<file path="config.mk">
export PLATFORM = sky130hd
export DESIGN_NAME = env_shaper
export DESIGN_NICKNAME = d
export VERILOG_FILES = /design/src/rtl/env_pkg.sv /design/src/rtl/env_prescaler.sv /design/src/rtl/env_stepper.sv /design/src/rtl/env_shaper.sv
export SDC_FILE = /design/constraint.sdc
export NUM_CORES = 1
export LEC_CHECK = 0
export BUFFER_PORTS_ARGS = -buffer_cell sky130_fd_sc_hd__buf_4
export CAP_MARGIN = 25
export CORE_MARGIN = 2
export CORE_UTILIZATION = 56
export DETAILED_ROUTE_END_ITERATION = 12
export PLACE_DENSITY = 0.8
export SLEW_MARGIN = 20
export SYNTH_ARGS = -nofsm -noshare
export SYNTH_HDL_FRONTEND = slang
export SYNTH_SLANG_ARGS = --single-unit
</file>
<file path="constraint.sdc">
create_clock -name clk -period 7.7 [get_ports clk]
set_clock_uncertainty 0.1 [all_clocks]
set_input_delay 1.155 -clock clk [delete_from_list [all_inputs] [get_ports clk]]
set_output_delay 1.155 -clock clk [all_outputs]
set_load 0.02 [all_outputs]
</file>
<file path="src/rtl/env_pkg.sv">
package env_pkg;

    localparam int LEVEL_W    = 3;
    localparam int PERIOD_W   = 8;
    localparam int CFG_W      = 8;
    localparam int SQ_HOLD    = 8;

    localparam int CFG_PATTERN_BIT = 0;
    localparam int CFG_APPLY_A_BIT = 3;
    localparam int CFG_APPLY_B_BIT = 4;

    typedef enum logic {
        PAT_SQUARE = 1'b0,
        PAT_SAW    = 1'b1
    } pattern_e;

    typedef struct packed {
        logic     apply_a;
        logic     apply_b;
        pattern_e pattern;
    } env_cfg_t;

    function automatic env_cfg_t decode_cfg(input logic [CFG_W-1:0] raw);
        env_cfg_t c;
        c.apply_a = raw[CFG_APPLY_A_BIT];
        c.apply_b = raw[CFG_APPLY_B_BIT];
        c.pattern = raw[CFG_PATTERN_BIT] ? PAT_SAW : PAT_SQUARE;
        return c;
    endfunction

endpackage

</file>
<file path="src/rtl/env_prescaler.sv">
module env_prescaler #(
    parameter int PERIOD_W = env_pkg::PERIOD_W
) (
    input  logic                clk,
    input  logic                rst,
    input  logic                clear,
    input  logic [PERIOD_W-1:0] period,
    output logic                tick
);
    logic [PERIOD_W-1:0] cnt;
    logic [PERIOD_W-1:0] last;

    // Period 0 is folded onto period 1: terminal count is zero either way.
    always_comb begin
        last = (period == '0) ? '0 : period - PERIOD_W'(1);
        tick = !clear && (cnt >= last);
    end

    always_ff @(posedge clk) begin
        if (rst || clear) begin
            cnt <= '0;
        end else if (tick) begin
            cnt <= '0;
        end else begin
            cnt <= cnt + PERIOD_W'(1);
        end
    end

    // the counter either advances by one or wraps to zero
    assert_count_step_R2: assert property (@(posedge clk) disable iff (rst)
        (!clear && !tick) |=> (cnt == $past(cnt) + PERIOD_W'(1)));

    assert_wrap_R2: assert property (@(posedge clk) disable iff (rst)
        (tick || clear) |=> (cnt == '0));

endmodule

</file>
<file path="src/rtl/env_stepper.sv">
module env_stepper #(
    parameter int LEVEL_W = env_pkg::LEVEL_W,
    parameter int SQ_HOLD = env_pkg::SQ_HOLD
) (
    input  logic               clk,
    input  logic               rst,
    input  logic               restart,
    input  logic               tick,
    input  env_pkg::pattern_e  pattern,
    output logic [LEVEL_W-1:0] level
);
    import env_pkg::*;

    localparam int                 STEP_W   = (SQ_HOLD > 1) ? $clog2(SQ_HOLD) : 1;
    localparam logic [LEVEL_W-1:0] LVL_MAX  = {LEVEL_W{1'b1}};
    localparam logic [STEP_W-1:0]  STEP_END = STEP_W'(SQ_HOLD - 1);

    logic [STEP_W-1:0]  step_cnt;
    logic [LEVEL_W-1:0] level_nxt;
    logic               hold_done;

    always_comb begin
        hold_done = (step_cnt == STEP_END);
        level_nxt = level;
        unique case (pattern)
            PAT_SAW:    level_nxt = level - LEVEL_W'(1);
            PAT_SQUARE: if (hold_done) level_nxt = (level == '0) ? LVL_MAX : '0;
            default:    level_nxt = level;
        endcase
    end

    always_ff @(posedge clk) begin
        if (rst || restart) begin
            level    <= LVL_MAX;
            step_cnt <= '0;
        end else if (tick) begin
            level    <= level_nxt;
            step_cnt <= hold_done ? '0 : step_cnt + STEP_W'(1);
        end
    end

    // restart loads full scale
    assert_restart_full_R6: assert property (@(posedge clk) disable iff (rst)
        restart |=> (level == LVL_MAX));

    // level holds between steps
    assert_hold_R9: assert property (@(posedge clk) disable iff (rst)
        (!tick && !restart) |=> $stable(level));

    // saw steps down by one, wrapping
    assert_saw_step_R4: assert property (@(posedge clk) disable iff (rst)
        (tick && !restart && pattern == PAT_SAW) |=> (level == $past(level) - LEVEL_W'(1)));

    // square level only moves on the last step of the hold
    assert_square_hold_R5: assert property (@(posedge clk) disable iff (rst)
        (tick && !restart && pattern == PAT_SQUARE && !hold_done) |=> $stable(level));

endmodule

</file>
<file path="src/rtl/env_shaper.sv">
module env_shaper #(
    parameter int LEVEL_W  = env_pkg::LEVEL_W,
    parameter int PERIOD_W = env_pkg::PERIOD_W,
    parameter int CFG_W    = env_pkg::CFG_W,
    parameter int SQ_HOLD  = env_pkg::SQ_HOLD
) (
    input  logic                clk,
    input  logic                rst,
    input  logic [CFG_W-1:0]    env_mode,
    input  logic [PERIOD_W-1:0] env_period,
    input  logic                restart_pulse,
    output logic [LEVEL_W-1:0]  env_level,
    output logic                apply_a,
    output logic                apply_b
);
    import env_pkg::*;

    env_cfg_t cfg;
    logic     step_tick;

    always_comb cfg = decode_cfg(env_mode);

    env_prescaler #(.PERIOD_W(PERIOD_W)) u_prescaler (
        .clk    (clk),
        .rst    (rst),
        .clear  (restart_pulse),
        .period (env_period),
        .tick   (step_tick)
    );

    env_stepper #(.LEVEL_W(LEVEL_W), .SQ_HOLD(SQ_HOLD)) u_stepper (
        .clk     (clk),
        .rst     (rst),
        .restart (restart_pulse),
        .tick    (step_tick),
        .pattern (cfg.pattern),
        .level   (env_level)
    );

    always_ff @(posedge clk) begin
        if (rst) begin
            apply_a <= 1'b0;
            apply_b <= 1'b0;
        end else begin
            apply_a <= cfg.apply_a;
            apply_b <= cfg.apply_b;
        end
    end

    // apply flags follow their mode bits one clock late
    assert_apply_R8: assert property (@(posedge clk) disable iff (rst)
        1'b1 |=> (apply_a == $past(env_mode[CFG_APPLY_A_BIT]) &&
                  apply_b == $past(env_mode[CFG_APPLY_B_BIT])));

endmodule

</file>
==> metrics.txt <==
Synth-to-Final Area Change=17.6%; Hold-fix buffers, CTS=0; CTS Root Cell=clkbuf_4; area share of xor/xnor cells in the synthesized design=7.82%; power share of the clock group=27.7%; gr usage total=20.1%; M3 GR Usage=7.06%; vias in the first global route=794; main flop type after synthesis=dfxtp_1; switching power=0.0000344 W; layout cells sized above 1=19.1%; drt via density=5.19; # setup viols final=0; Adder-Cell Fraction of Synth Area=17.4%; Initial DRC Count=2; worst hold path type=reg -> reg; Core Region=1710 sq um; WP data arrival=4.23 ns; DRC Markers=0; Worst Path Max Fanout=13; Clock Latency Late Sink=0.27 ns; Final Hold Fails=0; fin area=1190 sq um; Num CTS Buffers=3; nets@finish=176; dpl ws=3.31 ns; Critical Path RT=7.81 ns; Initial Util=59.0%; EDFF count, synth=0; Slew @ Worst Pin=0.503 ns; status=complete, no violations; top-level I/O count=24; post-synthesis mux area share=0%; global-route wire length before repair=3.04 mm; setup TNS=0 ns; post-synthesis compound-gate area fraction=12.7%; Overflow after GRT=0; internal cell power=0.000113 W; Routed wire per std cell=11.1 um; simple logic cell fraction of the synthesized area=25.9%; via count=862; Ys Warns=0; most common cell after layout, fill and taps aside=buf_4; Comb pwr share=15.2%; r2r startpoint=u_prescaler.cnt[0]; element type at the critical path start=input port; Peak Freq=0.243 GHz; Core Util, Final=69.5%; sw frac=23.3%; Setup WS post-layout=3.58 ns; cell row count=15; largest buffer count on any clock path=2; CTS tree=done; post-synthesis sequential area ratio=31.8%; commonest non-fill, non-tap cells in the layout=18 x buf_4, 16 x dfxtp_1, 14 x nor2_1, 14 x ha_1, 12 x nand2_1; Synth Net Count=154; kind of critical path=in -> reg; H-tree levels=1; Syn Inst Count=121; Die X-Extent=46.4 um; IO buf count=18; Mapped Avg Cell Area=8.33 sq um; Most Used Layer, Global Route=met2; static leakage=0.565 nW; HP Start=u_prescaler.cnt[0]; RD Place Congestion=0.765; Final Critical Period=4.12 ns; post-synth cell types=28; die area=2160 sq um; critical path capture point type=flip-flop; synthesis-stage register bit count=16; Clock transition at path regs=0.08 ns; synthesized cell area=1010 sq um; total routed wirelength=1.84 mm; Final period util=53.5%; Vert. Die Dim=46.4 um; Worst setup startpoint=env_period[0]; Placement Cell Area=1160 sq um; CP top delay family=simple AND/OR/NAND/NOR gates; Fillers=153; crit path cell chain=buf_4, inv_1, ha_1, nand2_1, or3_4, or3_4, and2_4, ha_1, nand2b_1, a2111o_1, a21oi_2, nand2_1, nor2_1; sequential power share=57.1%; initial antenna violation count=0; M1 GR Usage=20.0%; Ant. Diodes=0; asr flop ratio synth=0%; pin count of the biggest net entering global routing=14; first drt pass iteration count=2; IR Drop Worst-Case VDD=109 uV; Worst slew margin=66.4%; Final Max Tran Viols=0; DP Wirelength=1.48 mm; largest family of logic cells by synthesized area=simple AND/OR/NAND/NOR gates; CTS resizes=0; max capacitance violation total=0; Final ANT Viol Nets=0; Post-CTS Setup Repair Bufs=0; worst path bufs/invs=2; Power, Total=0.000148 W; GR Util met2=39.4%; CP peak stage delay=0.44 ns; clock sinks=16; pwr/cell area=125 nW/um^2; RSZ-0062 raised after global routing=no; CP max stage cell=a21oi_2
[final cells by class]
type	instances	area, sq um	share of cell area [%]
timing repair buffer	18	135	11.4
clock buffer	3	22.5	1.90
multi-input combinational	95	643	54.2
tap	25	31.3	2.64
sequential	16	320	27.0
inverter	9	33.8	2.85
[power groups by stage]
stage	Sequential [W]	Combinational (W)	Clock, W
finish	0.0000845	0.0000224	0.0000409
floorplan	0.0000871	0.0000115	0
detailed placement	0.0000865	0.0000222	0
global route	0.0000846	0.0000256	0.0000465
global placement	0.0000864	0.0000211	0
CTS	0.0000845	0.0000226	0.0000431
[layer usage]
metal	up-vias	wire length, um
li1	457	-
met1	395	771
met2	8	1010
met3	2	48
met4	0	13
met5	-	0
[state kept, by name (all words and copies together) (netlist names)]
signal and flops:
u_prescaler.cnt 8, u_stepper.level 3, u_stepper.step_cnt 3, apply_a 1
apply_b 1
[path summary, 6_finish.rpt]
kind                                           end  slack [ns]  depth (start not counted)
worst min register to register  u_prescaler.cnt[0]        0.37                          1
worst min-delay path            u_prescaler.cnt[0]        0.37                          1
worst max register to register  u_prescaler.cnt[7]        5.38                          7
worst max-delay path            u_prescaler.cnt[7]        3.58                         13
[synthesized netlist by cell type (all sizes together), types with 2 or more instances]
library cell	count	area [sq um]
xor2	6	52.6
inv	9	33.8
nand2	12	45.0
xnor2	3	26.3
a21oi	10	53.8
nand3	7	35.0
nand2b	2	12.5
ha	14	175
dfxtp	16	320
o21ai	5	25.0
nor2	15	58.8
and3	3	18.8
nor2b	3	18.8
or3	3	28.8
o22ai	2	12.5
nor3b	2	15.0
[per-stage QoR]
stage / hold WS, ns / cells
global placement: 0.337 / 163
global route: 0.415 / 166
finish: 0.368 / 166
CTS: 0.372 / 166
floorplan: 0.326 / 121
detailed placement: 0.352 / 163
[logic make-up after synthesis]
kind of cell,after synthesis
buffers and inverters,10
AOI/OAI and AO/OA,21
xor gates and xnor gates,9
and+or+nand+nor,51
DFF,16
adders and majority gates,14
Note: power is estimated with default switching activity, not from simulation.
